$ cat src/rtl/usb_evt_pkg.sv
// Shared definitions for the endpoint event aggregator.
// Assumes a 2-bit register select and a register width of twice the FIFO count.
package usb_evt_pkg;

    // Register select codes on the firmware bus
    typedef enum logic [1:0] {
        ADR_RX_EVT = 2'd0,
        ADR_RX_MSK = 2'd1,
        ADR_TX_EVT = 2'd2,
        ADR_TX_MSK = 2'd3
    } evt_addr_e;

endpackage

$ cat src/rtl/usb_rx_evt_bank.sv
// Receive event flags: per-FIFO completion flags in the low half and overrun
// flags in the high half. A completion flag clears on its status read strobe.
// All overrun flags clear on a qualified read of the event register. A set on
// the same edge always wins. The control FIFO ignores error-only completions.
// Assumes the pulses are one cycle wide and synchronous to clk.
module usb_rx_evt_bank #(
    parameter int NFIFO    = 4,
    parameter int CTRL_IDX = 0
) (
    input  logic                 clk,
    input  logic                 rst_n,
    input  logic [NFIFO-1:0]     pkt_last,
    input  logic [NFIFO-1:0]     pkt_err,
    input  logic [NFIFO-1:0]     ovr,
    input  logic [NFIFO-1:0]     stat_rd,
    input  logic                 evt_rd,
    output logic [2*NFIFO-1:0]   evt_q
);

    logic [NFIFO-1:0] cmp_set;
    logic [NFIFO-1:0] cmp_q;
    logic [NFIFO-1:0] ovr_q;

    // Per-FIFO set condition; the control FIFO takes only clean completions
    for (genvar i = 0; i < NFIFO; i++) begin : g_set
        if (i == CTRL_IDX) begin : g_ctrl
            assign cmp_set[i] = pkt_last[i];
        end else begin : g_data
            assign cmp_set[i] = pkt_last[i] | pkt_err[i];
        end
    end

    // Completion flags: set has priority over the status-read clear
    always_ff @(posedge clk) begin
        if (!rst_n) begin
            cmp_q <= '0;
        end else begin
            cmp_q <= cmp_set | (cmp_q & ~stat_rd);
        end
    end

    // Overrun flags: set has priority over the event-register read clear
    always_ff @(posedge clk) begin
        if (!rst_n) begin
            ovr_q <= '0;
        end else begin
            ovr_q <= ovr | (ovr_q & ~{NFIFO{evt_rd}});
        end
    end

    assign evt_q = {ovr_q, cmp_q};

endmodule

$ cat src/rtl/usb_tx_evt_bank.sv
// Transmit completion flags, one per FIFO. A flag is set by a done pulse and
// cleared by the matching transmit status read strobe; the set wins on a tie.
// Assumes one-cycle pulses synchronous to clk.
module usb_tx_evt_bank #(
    parameter int NFIFO = 4
) (
    input  logic             clk,
    input  logic             rst_n,
    input  logic [NFIFO-1:0] done,
    input  logic [NFIFO-1:0] stat_rd,
    output logic [NFIFO-1:0] evt_q
);

    // Completion flags with set-over-clear priority
    always_ff @(posedge clk) begin
        if (!rst_n) begin
            evt_q <= '0;
        end else begin
            evt_q <= done | (evt_q & ~stat_rd);
        end
    end

endmodule

$ cat src/rtl/usb_evt_mask_reg.sv
// Plain firmware-writable mask register of parameterised width.
// Assumes the write enable is already qualified by address.
module usb_evt_mask_reg #(
    parameter int WIDTH = 8
) (
    input  logic             clk,
    input  logic             rst_n,
    input  logic             we,
    input  logic [WIDTH-1:0] wdata,
    output logic [WIDTH-1:0] q
);

    // Load on a qualified write, hold otherwise
    always_ff @(posedge clk) begin
        if (!rst_n) begin
            q <= '0;
        end else if (we) begin
            q <= wdata;
        end
    end

endmodule

$ cat src/rtl/usb_evt_summary.sv
// Registered OR-reduction of event bits gated by their mask bits.
// The flag follows the inputs with one cycle of latency.
module usb_evt_summary #(
    parameter int WIDTH = 8
) (
    input  logic             clk,
    input  logic             rst_n,
    input  logic [WIDTH-1:0] evt,
    input  logic [WIDTH-1:0] msk,
    output logic             flag
);

    logic any_hit;

    // Any enabled event pending
    assign any_hit = |(evt & msk);

    // Register the summary
    always_ff @(posedge clk) begin
        if (!rst_n) begin
            flag <= 1'b0;
        end else begin
            flag <= any_hit;
        end
    end

endmodule

$ cat src/rtl/usb_evt_aggr.sv
// Endpoint event and mask aggregator top. Decodes the 2-bit register bus,
// keeps the receive and transmit event and mask registers, and drives the
// registered summary flags. Read data is combinational and returns each
// register's value from before the current edge's clear-on-read.
// Assumes DATA_W is even; the FIFO count is half the register width.
module usb_evt_aggr
    import usb_evt_pkg::*;
#(
    parameter int DATA_W = 8
) (
    input  logic                    clk,
    input  logic                    rst_n,
    input  logic [DATA_W/2-1:0]     rx_last,
    input  logic [DATA_W/2-1:0]     rx_err,
    input  logic [DATA_W/2-1:0]     rx_ovr,
    input  logic [DATA_W/2-1:0]     tx_done,
    input  logic [DATA_W/2-1:0]     rxs_rd,
    input  logic [DATA_W/2-1:0]     txs_rd,
    input  logic [1:0]              reg_addr,
    input  logic                    reg_rd,
    input  logic                    reg_wr,
    input  logic [DATA_W-1:0]       reg_wdata,
    output logic [DATA_W-1:0]       reg_rdata,
    output logic                    rx_ev,
    output logic                    tx_ev
);

    localparam int NFIFO = DATA_W / 2;
    localparam int PADW  = DATA_W - NFIFO;

    logic              rd_rx_evt;
    logic              we_rx_msk;
    logic              we_tx_msk;
    logic [DATA_W-1:0] rx_evt;
    logic [DATA_W-1:0] rx_msk;
    logic [NFIFO-1:0]  tx_evt;
    logic [NFIFO-1:0]  tx_msk;

    // Qualified strobes; only exact-address accesses have side effects
    assign rd_rx_evt = reg_rd && (reg_addr == ADR_RX_EVT);
    assign we_rx_msk = reg_wr && (reg_addr == ADR_RX_MSK);
    assign we_tx_msk = reg_wr && (reg_addr == ADR_TX_MSK);

    usb_rx_evt_bank #(
        .NFIFO    (NFIFO),
        .CTRL_IDX (0)
    ) rx_bank_i (
        .clk      (clk),
        .rst_n    (rst_n),
        .pkt_last (rx_last),
        .pkt_err  (rx_err),
        .ovr      (rx_ovr),
        .stat_rd  (rxs_rd),
        .evt_rd   (rd_rx_evt),
        .evt_q    (rx_evt)
    );

    usb_tx_evt_bank #(
        .NFIFO   (NFIFO)
    ) tx_bank_i (
        .clk     (clk),
        .rst_n   (rst_n),
        .done    (tx_done),
        .stat_rd (txs_rd),
        .evt_q   (tx_evt)
    );

    usb_evt_mask_reg #(
        .WIDTH (DATA_W)
    ) rx_msk_i (
        .clk   (clk),
        .rst_n (rst_n),
        .we    (we_rx_msk),
        .wdata (reg_wdata),
        .q     (rx_msk)
    );

    usb_evt_mask_reg #(
        .WIDTH (NFIFO)
    ) tx_msk_i (
        .clk   (clk),
        .rst_n (rst_n),
        .we    (we_tx_msk),
        .wdata (reg_wdata[NFIFO-1:0]),
        .q     (tx_msk)
    );

    usb_evt_summary #(
        .WIDTH (DATA_W)
    ) rx_sum_i (
        .clk   (clk),
        .rst_n (rst_n),
        .evt   (rx_evt),
        .msk   (rx_msk),
        .flag  (rx_ev)
    );

    usb_evt_summary #(
        .WIDTH (NFIFO)
    ) tx_sum_i (
        .clk   (clk),
        .rst_n (rst_n),
        .evt   (tx_evt),
        .msk   (tx_msk),
        .flag  (tx_ev)
    );

    // Read multiplexer; zero when no read is in progress
    always_comb begin
        reg_rdata = '0;
        if (reg_rd) begin
            case (reg_addr)
                ADR_RX_EVT: reg_rdata = rx_evt;
                ADR_RX_MSK: reg_rdata = rx_msk;
                ADR_TX_EVT: reg_rdata = {{PADW{1'b0}}, tx_evt};
                default:    reg_rdata = {{PADW{1'b0}}, tx_msk};
            endcase
        end
    end

endmodule

$ cat config.mk
export PLATFORM = sky130hd
export DESIGN_NAME = usb_evt_aggr
export DESIGN_NICKNAME = d
export VERILOG_FILES = /design/src/rtl/usb_evt_pkg.sv /design/src/rtl/usb_rx_evt_bank.sv /design/src/rtl/usb_tx_evt_bank.sv /design/src/rtl/usb_evt_mask_reg.sv /design/src/rtl/usb_evt_summary.sv /design/src/rtl/usb_evt_aggr.sv
export SDC_FILE = /design/constraint.sdc
export NUM_CORES = 1
export LEC_CHECK = 0
export BUFFER_PORTS_ARGS = -buffer_cell sky130_fd_sc_hd__buf_2
export CORE_ASPECT_RATIO = 1.75
export CORE_MARGIN = 4
export CORE_UTILIZATION = 35
export CTS_CLUSTER_DIAMETER = 80
export DETAILED_ROUTE_END_ITERATION = 6
export SLEW_MARGIN = 30
export SYNTH_ARGS = -nofsm -noshare
export SYNTH_HDL_FRONTEND = slang
export SYNTH_SLANG_ARGS = --single-unit
$ cat constraint.sdc
create_clock -name clk -period 2.56 [get_ports clk]
set_input_delay 0.384 -clock clk [delete_from_list [all_inputs] [get_ports clk]]
set_output_delay 0.384 -clock clk [all_outputs]
set_load 0.02 [all_outputs]
==> metrics.txt, run 1 <==
outcome=finished, final reports clean; CTS Buf Count=3; Setup crit end kind=primary output; largest net degree at the start of global routing=27; antenna cell count=0; Final setup viols=0; top cells by area, synth=dfxtp_1 (46%), mux2i_1 (14%), nor2_1 (9.3%); Unique masters post-synth=17; Mean Syn Cell Area=9.70 um2; row count=27; drc violations=0; first-pass GRT wire length=4.37 mm; Post-Syn Nets=154; worst-path fanout max=8; dpl ws=0.751 ns; growth of design area from synthesis to finish=27.8%; clk_lat worst skew=0.27 ns; core area=3110 um2; placed cells=201; layout cells sized above 1=0.346; grt total ovfl=0; Detail Route Antenna Nets=0; Fmax=555 MHz; post-CTS sizing=0; first drt pass iteration count=4; worst hold slack=0.318 ns; register area share after synthesis=0.463; violation count after the first detailed-route iteration=17; hpwl dp=2.13 mm; fraction of registers with async set/reset=0; vias in the first global route=1007; critical path's top delay family=multiplexers; Register-to-Register Path Depth=2; mapped cell area=1120 um2; WL/cell=12.8 um; WS Path Type=in -> out; total wire length=2.63 mm; Worst path slowest cell=mux4_2; Mapped Cells=116; commonest non-fill, non-tap cell in the layout=buf_2; slew margin rel.=0.632; hold_buf cts=0; # nets final=201; clock sinks=26; Ports=48; setup TNS=0 ns; Peak supply drop=0.450 mV; Final Hold Vio Count=0; slowest stage delay, CP=0.52 ns; clk slew on worst S/H paths=0.08 ns; max-slew violations=0; hold path depth=3; P per Cell Area=563 nW/um2; CP Buf/Inv Count=2; share of the synthesized area in the top cell type=0.463; DR vias/cell=4.71; max cap viols=0; CP startpoint kind=input pin; area leader, netlist=dfxtp_1; fin crit share=0.703; Max clock buf depth=2; WP data arrival=1.42 ns; Worst-Margin Slew=0.550 ns; Root Buffer=clkbuf_8; EDFF count, synth=0; top_reg_cell synth=dfxtp_1; CTS tree=yes; Vias=965; number of synthesized register bits=26; post-layout min period=1.80 ns; Die Ht=83.0 um; Initial Utilization=0.362; Die Area=4220 um2; buffers added on ports=46; GRT Overall Usage=0.133; Tot Pwr=809 uW; crit path cell chain=buf_2, mux4_2, and2_1, buf_2; RSZ-0062 raised after global routing=false; Final Instance Count excl. Fillers=205; CTS H-tree depth=1; routability cong.=0.776; Setup WS post-layout=0.760 ns; most used cell, CP=buf_2; YS warnings=0; Critical Path RT=2.18 ns; HP Class=in -> reg; WP depth=4; post-CTS setup buffers=0; most frequent cells in the layout=buf_2 (46), nor2_1 (28), dfxtp_1 (26), mux2i_1 (16), a21oi_1 (13); LEAKAGE=0.729 nW; chip width=50.9 um; Final Skew=0.00187 ns; initial antenna violation count=0
per-stage QoR:
step	instance area, um2	util
after floorplan	1120	-
after global placement	1380	0.445
after detailed placement	1380	0.445
after CTS	1440	0.463
after global routing	1440	0.463
final	1440	0.463
worst paths after layout:
path	slack, ns	startpoint	to
hold reg to reg	0.50	rx_bank_i.cmp_q[1]	rx_bank_i.cmp_q[1]
setup reg to reg	1.75	rx_bank_i.cmp_q[0]	rx_sum_i.flag
setup / recovery	0.76	reg_addr[1]	reg_rdata[2]
hold / removal	0.32	rx_last[0]	rx_bank_i.cmp_q[0]
synthesized netlist by cell type, types with 2 or more instances:
library cell	count
nor2_1	28
dfxtp_1	26
mux2i_1	16
a21oi_1	13
a22oi_1	6
inv_1	5
and2_1	4
mux4_2	4
nand2b_1	4
buf_4	2
clkbuf_1	2
state kept, by name, summed over array words and instances (netlist names):
| register | flops |
|---|---|
| rx_bank_i.cmp_q | 4 |
| rx_sum_i.flag | 1 |
| tx_msk_i.q | 4 |
| rx_msk_i.q | 8 |
| rx_bank_i.ovr_q | 4 |
| tx_bank_i.evt_q | 4 |
| tx_sum_i.flag | 1 |
worst min-delay path, cell delays in order:
cell	delay, ns
buf_2	0.07
a21oi_1	0.03
nor2_1	0.06
kinds of logic after synthesis:
group / after synthesis / share of synthesized area
flip-flops: 26 / 0.463
AO/OA/AOI/OAI: 20 / 0.106
AND/OR/NAND/NOR: 39 / 0.159
buffers and inverters: 11 / 0.0501
multiplexers: 20 / 0.222
final cells by class:
cell class / count / area [um2]
Clock buffer: 4 / 55.1
Fill cell: 325 / 1670
Inverter: 6 / 22.5
Multi-Input combinational cell: 79 / 548
Sequential cell: 26 / 520
Tap cell: 43 / 53.8
Timing Repair Buffer: 47 / 238
routing by layer:
metal	track usage	routed length [um]
met1	0.146	1010
met2	0.235	1410
met3	0.0323	165
met4	0.0588	51
met5	0	0
power by group:
part	switching [mW]	total [mW]	internal (mW)
combinational	0.0516	0.109	0.0570
clock	0.121	0.258	0.137
sequential	0.0164	0.442	0.425
Note: power is estimated with default switching activity, not from simulation.
==> run 2, diff against run 1 <==
--- a/config.mk
+++ b/config.mk
@@ -5,6 +5,7 @@
 export SDC_FILE = /design/constraint.sdc
 export NUM_CORES = 1
 export LEC_CHECK = 0
+export ABC_AREA = 1
 export BUFFER_PORTS_ARGS = -buffer_cell sky130_fd_sc_hd__buf_2
 export CORE_ASPECT_RATIO = 1.75
 export CORE_MARGIN = 4
==> constraint.sdc (replaced) <==
create_clock -name clk -period 1.5 [get_ports clk]
set_input_delay 0.225 -clock clk [delete_from_list [all_inputs] [get_ports clk]]
set_output_delay 0.225 -clock clk [all_outputs]
set_load 0.02 [all_outputs]
==> run 2 against run 1 <==
Highest routed layer unchanged. Core utilization down 1.5 points. Register-to-register slack worse by 1.0 ns. Worst hold slack worse by 0.16 ns. Worst setup slack worse by 0.63 ns. Die area up 9.8%. Routed wire length up 16%. First-iteration DRC count up 41%. Sequential share of layout area down 2.0 points. Count of clock-buffer cells in the layout down 1. Non-clock buffer count unchanged. Area after synthesis up 11%.
==> metrics.txt, run 2 <==
outcome=finished, final reports clean; register area share after synthesis=0.416; crit path cell chain=buf_2, nor2_4, nand2_1, a21oi_1, buf_2; first drt pass iteration count=4; CTS Buf Count=3; Initial Utilization=0.368; DR vias/cell=4.63; largest net degree at the start of global routing=26; Final setup viols=0; post-CTS sizing=0; top cells by area, synth=dfxtp_1 (42%), nand2_1 (16%), a21oi_1 (12%); hold_buf cts=0; LEAKAGE=0.753 nW; WS Path Type=in -> out; CTS H-tree depth=1; chip width=53.2 um; Mapped Cells=179; Post-Syn Nets=217; most frequent cells in the layout=nand2_1 (54), buf_2 (46), a21oi_1 (29), dfxtp_1 (26), nor2_1 (22); Fmax=730 MHz; post-CTS setup buffers=0; Final Hold Vio Count=0; most flop-heavy register=rx_msk_i.q; antenna cell count=0; commonest non-fill, non-tap cell in the layout=nand2_1; Final Instance Count excl. Fillers=268; Register Area=520 um2; Detail Route Antenna Nets=0; fraction of registers with async set/reset=0; Synth top cells by count=nand2_1 (54), a21oi_1 (29), dfxtp_1 (26); clk slew on worst S/H paths=0.08 ns; Ports=48; EDFF count, synth=0; slowest stage delay, CP=0.31 ns; Peak supply drop=0.462 mV; Vias=1240; fillers=394; Setup crit end kind=primary output; CP startpoint kind=input pin; Mean Syn Cell Area=6.99 um2; max cap viols=0; clock sinks=26; Die Ht=87.1 um; placed cells=265; WL/cell=11.4 um; Worst-Margin Slew=0.426 ns; max reg flops=8; WP data arrival=1.15 ns; routability cong.=0.751; Worst path slowest cell=nor2_4; row count=28; # nets final=263; max-slew violations=0; fin crit share=0.914; grt total ovfl=0; worst-path fanout max=13; GRT Overall Usage=0.146; area of the multi-input gates=597 um2; Final Skew=0.00318 ns; buffers added on ports=46; growth of design area from synthesis to finish=21.6%; total wire length=3.05 mm; CP Buf/Inv Count=2; share of the synthesized area in the top cell type=0.416; violation count after the first detailed-route iteration=24; P per Cell Area=883 nW/um2; Unique masters post-synth=18; top_reg_cell synth=dfxtp_1; number of synthesized register bits=26; Max clock buf depth=2; Critical Path RT=1.27 ns; area leader, netlist=dfxtp_1; initial antenna violation count=0; clk_lat worst skew=0.26 ns; RSZ-0062 raised after global routing=false; Die Area=4630 um2; core area=3400 um2; vias in the first global route=1205; YS warnings=0; CTS tree=yes; mapped cell area=1250 um2; setup TNS=0 ns; Root Buffer=clkbuf_8; hpwl dp=2.32 mm; slew margin rel.=0.715; post-layout min period=1.37 ns; HP Class=in -> reg; layout cells sized above 1=0.251; reg2reg setup slack=0.72 ns; count leader, synth=nand2_1; drc violations=0; most used cell, CP=buf_2; first-pass GRT wire length=5.01 mm; critical path's top delay family=simple AND/OR/NAND/NOR gates
run 2: cell types whose count changed in the layout (fill, tap and decap cells not counted), sizes merged, moves of 6 or more:
| cell | delta |
|---|---|
| nand2 | +54 |
| a21oi | +16 |
| mux2i | -16 |
| nand3 | +16 |
| inv | +12 |
| a22oi | -6 |
run 2: area by class of cell:
cell class | count | share of cell area
well taps | 45 | 0.0370
multi-input cells | 130 | 0.392
clock buffers | 3 | 0.0271
flip-flops and latches | 26 | 0.342
inverters | 17 | 0.0452
repair buffers | 47 | 0.156
run 2: path summary, 6_finish.rpt:
kind                       from                 end  depth (start not counted)
max reg2reg  rx_bank_i.cmp_q[0]       rx_sum_i.flag                          4
max                 reg_addr[1]        reg_rdata[4]                          5
min                   rx_ovr[0]  rx_bank_i.ovr_q[0]                          3
min reg2reg       rx_msk_i.q[0]       rx_msk_i.q[0]                          2
run 2: cells by family after synthesis:
group | share of synthesized area
and+or+nand+nor | 0.345
AOI/OAI and AO/OA | 0.132
DFF | 0.416
buffers and inverters | 0.107
run 2: through the flow:
stage	utilization	power, mW	hold slack [ns]	worst slack (ns)	area, um2
floorplan	-	0.900	0.342	0.238	1250
global placement	0.436	0.977	0.430	0.112	1480
detailed placement	0.436	0.978	0.435	0.123	1480
CTS	0.448	1.36	0.157	0.113	1520
global route	0.448	1.42	0.162	0.0323	1520
finish	0.448	1.34	0.159	0.129	1520
run 2: tightest hold or removal path: stages:
cell and delay (ns):
buf_2 0.07, a21oi_1 0.03, nor2_1 0.06
run 2: metal layers:
layer | up-vias | share of wire | GRT usage
met5 | - | 0 | 0
met4 | 0 | 0.018 | 0.0674
met3 | 5 | 0.051 | 0.0257
met2 | 31 | 0.55 | 0.274
met1 | 547 | 0.38 | 0.148
li1 | 657 | - | -
run 2: power by group:
group / internal [mW] / total, mW / switching (mW)
Combinational: 0.0859 / 0.208 / 0.123
Sequential: 0.725 / 0.751 / 0.0255
Clock: 0.180 / 0.385 / 0.205
==> run 3, diff against run 2 <==
--- a/config.mk
+++ b/config.mk
@@ -5,7 +5,6 @@
 export SDC_FILE = /design/constraint.sdc
 export NUM_CORES = 1
 export LEC_CHECK = 0
-export ABC_AREA = 1
 export BUFFER_PORTS_ARGS = -buffer_cell sky130_fd_sc_hd__buf_2
 export CORE_ASPECT_RATIO = 1.75
 export CORE_MARGIN = 4
==> run 3 against run 2 <==
Critical path type is now reg -> out. Register-to-register slack lost 0.13 ns. Highest routed layer unchanged. Global-route usage shrank 0.23 points. Largest cell class unchanged. Worst setup slack lost 0.18 ns. The flow now finishes with violations (negative setup slack). Fmax shrank 12%. Clock skew shrank 0.0010 ns.
==> metrics.txt, run 3 (synthesized netlist as in run 1, its figures left out) <==
dpl ws=-0.00696 ns; Final Hold Vio Count=0; Setup WS post-layout=-0.0497 ns; Initial Utilization=0.362; max-slew violations=0; Setup crit end kind=primary output; CTS tree=yes; Sw Share=0.241; Tot Pwr=1.36 mW; vias in the first global route=964; Psw=328 uW; Fmax=645 MHz; Root Buffer=clkbuf_8; Ports=48; Max clock buf depth=2; RSZ-0062 raised after global routing=true; met3 usage=0.0269; post-layout min period=1.55 ns; outcome=finished with violations; met1 GRT Util=0.158; violation count after the first detailed-route iteration=14; met2 usage=0.258; most used routing layer=met2; growth of design area from synthesis to finish=38.7%; layout cells sized above 1=0.494; Worst-Margin Slew=0.282 ns; most frequent cells in the layout=buf_2 (42), nor2_1 (28), mux2i_1 (16), dfxtp_2 (15), a21oi_1 (13); HP Class=in -> reg; row count=27; final core occ=0.502; grt total ovfl=0; Final Skew=0.00217 ns; largest net degree at the start of global routing=27; DR vias/cell=4.70; crit path cell chain=mux4_2, and2_4, buf_6; CP startpoint kind=flop; Detail Route Antenna Nets=0; critical path's top delay family=multiplexers; commonest non-fill, non-tap cell in the layout=buf_2; hpwl dp=2.26 mm; CTS Buf Count=3; Critical Path RT=1.27 ns; WL/cell=13.5 um; P per Cell Area=872 nW/um2; buffers added on ports=46; fin crit share=1.03; Die Ht=83.0 um; CTS H-tree depth=1; setup TNS=-0.178 ns; worst-path fanout max=2; Reg power frac=0.555; clk_lat worst skew=0.27 ns; WP data arrival=1.32 ns; most flop-heavy register=rx_msk_i.q; initial antenna violation count=0; Peak supply drop=0.667 mV; first drt pass iteration count=4; WS Path Type=reg -> out; first-pass GRT wire length=4.60 mm; slowest stage delay, CP=0.46 ns; clk slew on worst S/H paths=0.08 ns; chip width=50.9 um; # nets final=212; max reg flops=8; antenna cell count=0; max cap viols=0; clock power share=0.281; routability cong.=0.768; Die Area=4220 um2; core area=3110 um2; failing checks=negative setup slack; Vias=1010; Comb power frac=0.163; Final setup viols=4; LEAKAGE=0.793 nW; drc violations=0; CP Buf/Inv Count=1; clock sinks=26; slew margin rel.=0.812; total wire length=2.89 mm; Worst path slowest cell=mux4_2; worst hold slack=0.160 ns; GRT Overall Usage=0.143; internal cell power=1.03 mW
## run 3: repair_timing
action                     in CTS  in global routing
resized for setup              24                  3
hold buffers                    0                  0
buffers inserted                8                  1
setup endpoints to repair       4                  4
pin swaps                       3                  1
## run 3: final cells by class
cell class / instances / area [um2]
Inverter: 6 / 22.5
Tap cell: 43 / 53.8
Sequential cell: 26 / 539
Multi-Input combinational cell: 79 / 558
Timing Repair Buffer: 58 / 345
Fill cell: 321 / 1550
Clock buffer: 3 / 41.3
## run 3: power by group through the flow
stage,registers (mW),clock network [mW],logic (mW)
after floorplan,0.763,0,0.115
after global placement,0.770,0,0.185
after detailed placement,0.772,0,0.193
after CTS,0.756,0.395,0.221
after global routing,0.761,0.429,0.244
final,0.755,0.383,0.222
## run 3: final timing paths
kind                                          from                 end  slack (ns)  depth (start not counted)
worst max register to register  rx_bank_i.cmp_q[0]       rx_sum_i.flag        0.59                          3
worst min register to register  rx_bank_i.cmp_q[2]  rx_bank_i.cmp_q[2]        0.50                          2
worst max-delay path                 tx_msk_i.q[3]        reg_rdata[3]       -0.05                          3
worst min-delay path                    rx_last[0]  rx_bank_i.cmp_q[0]        0.16                          3
## run 3: layer usage
| metal | up-vias | share of wire |
|---|---|---|
| li1 | 511 | - |
| met1 | 464 | 0.37 |
| met5 | - | 0 |
| met4 | 0 | 0.015 |
| met3 | 4 | 0.059 |
| met2 | 31 | 0.55 |
## run 3: tightest hold or removal path: cells and delay by family
| family | cells | cell delay [ns] |
|---|---|---|
| simple gates | 1 | 0.07 |
| compound gates | 1 | 0.03 |
| buf+inv | 1 | 0.08 |
## run 3: through the flow
step	cells	cell area [um2]
6_report	215	1560
5_1_grt	215	1560
4_1_cts	214	1550
3_5_place_dp	203	1400
3_3_place_gp	203	1400
2_1_floorplan	116	1120
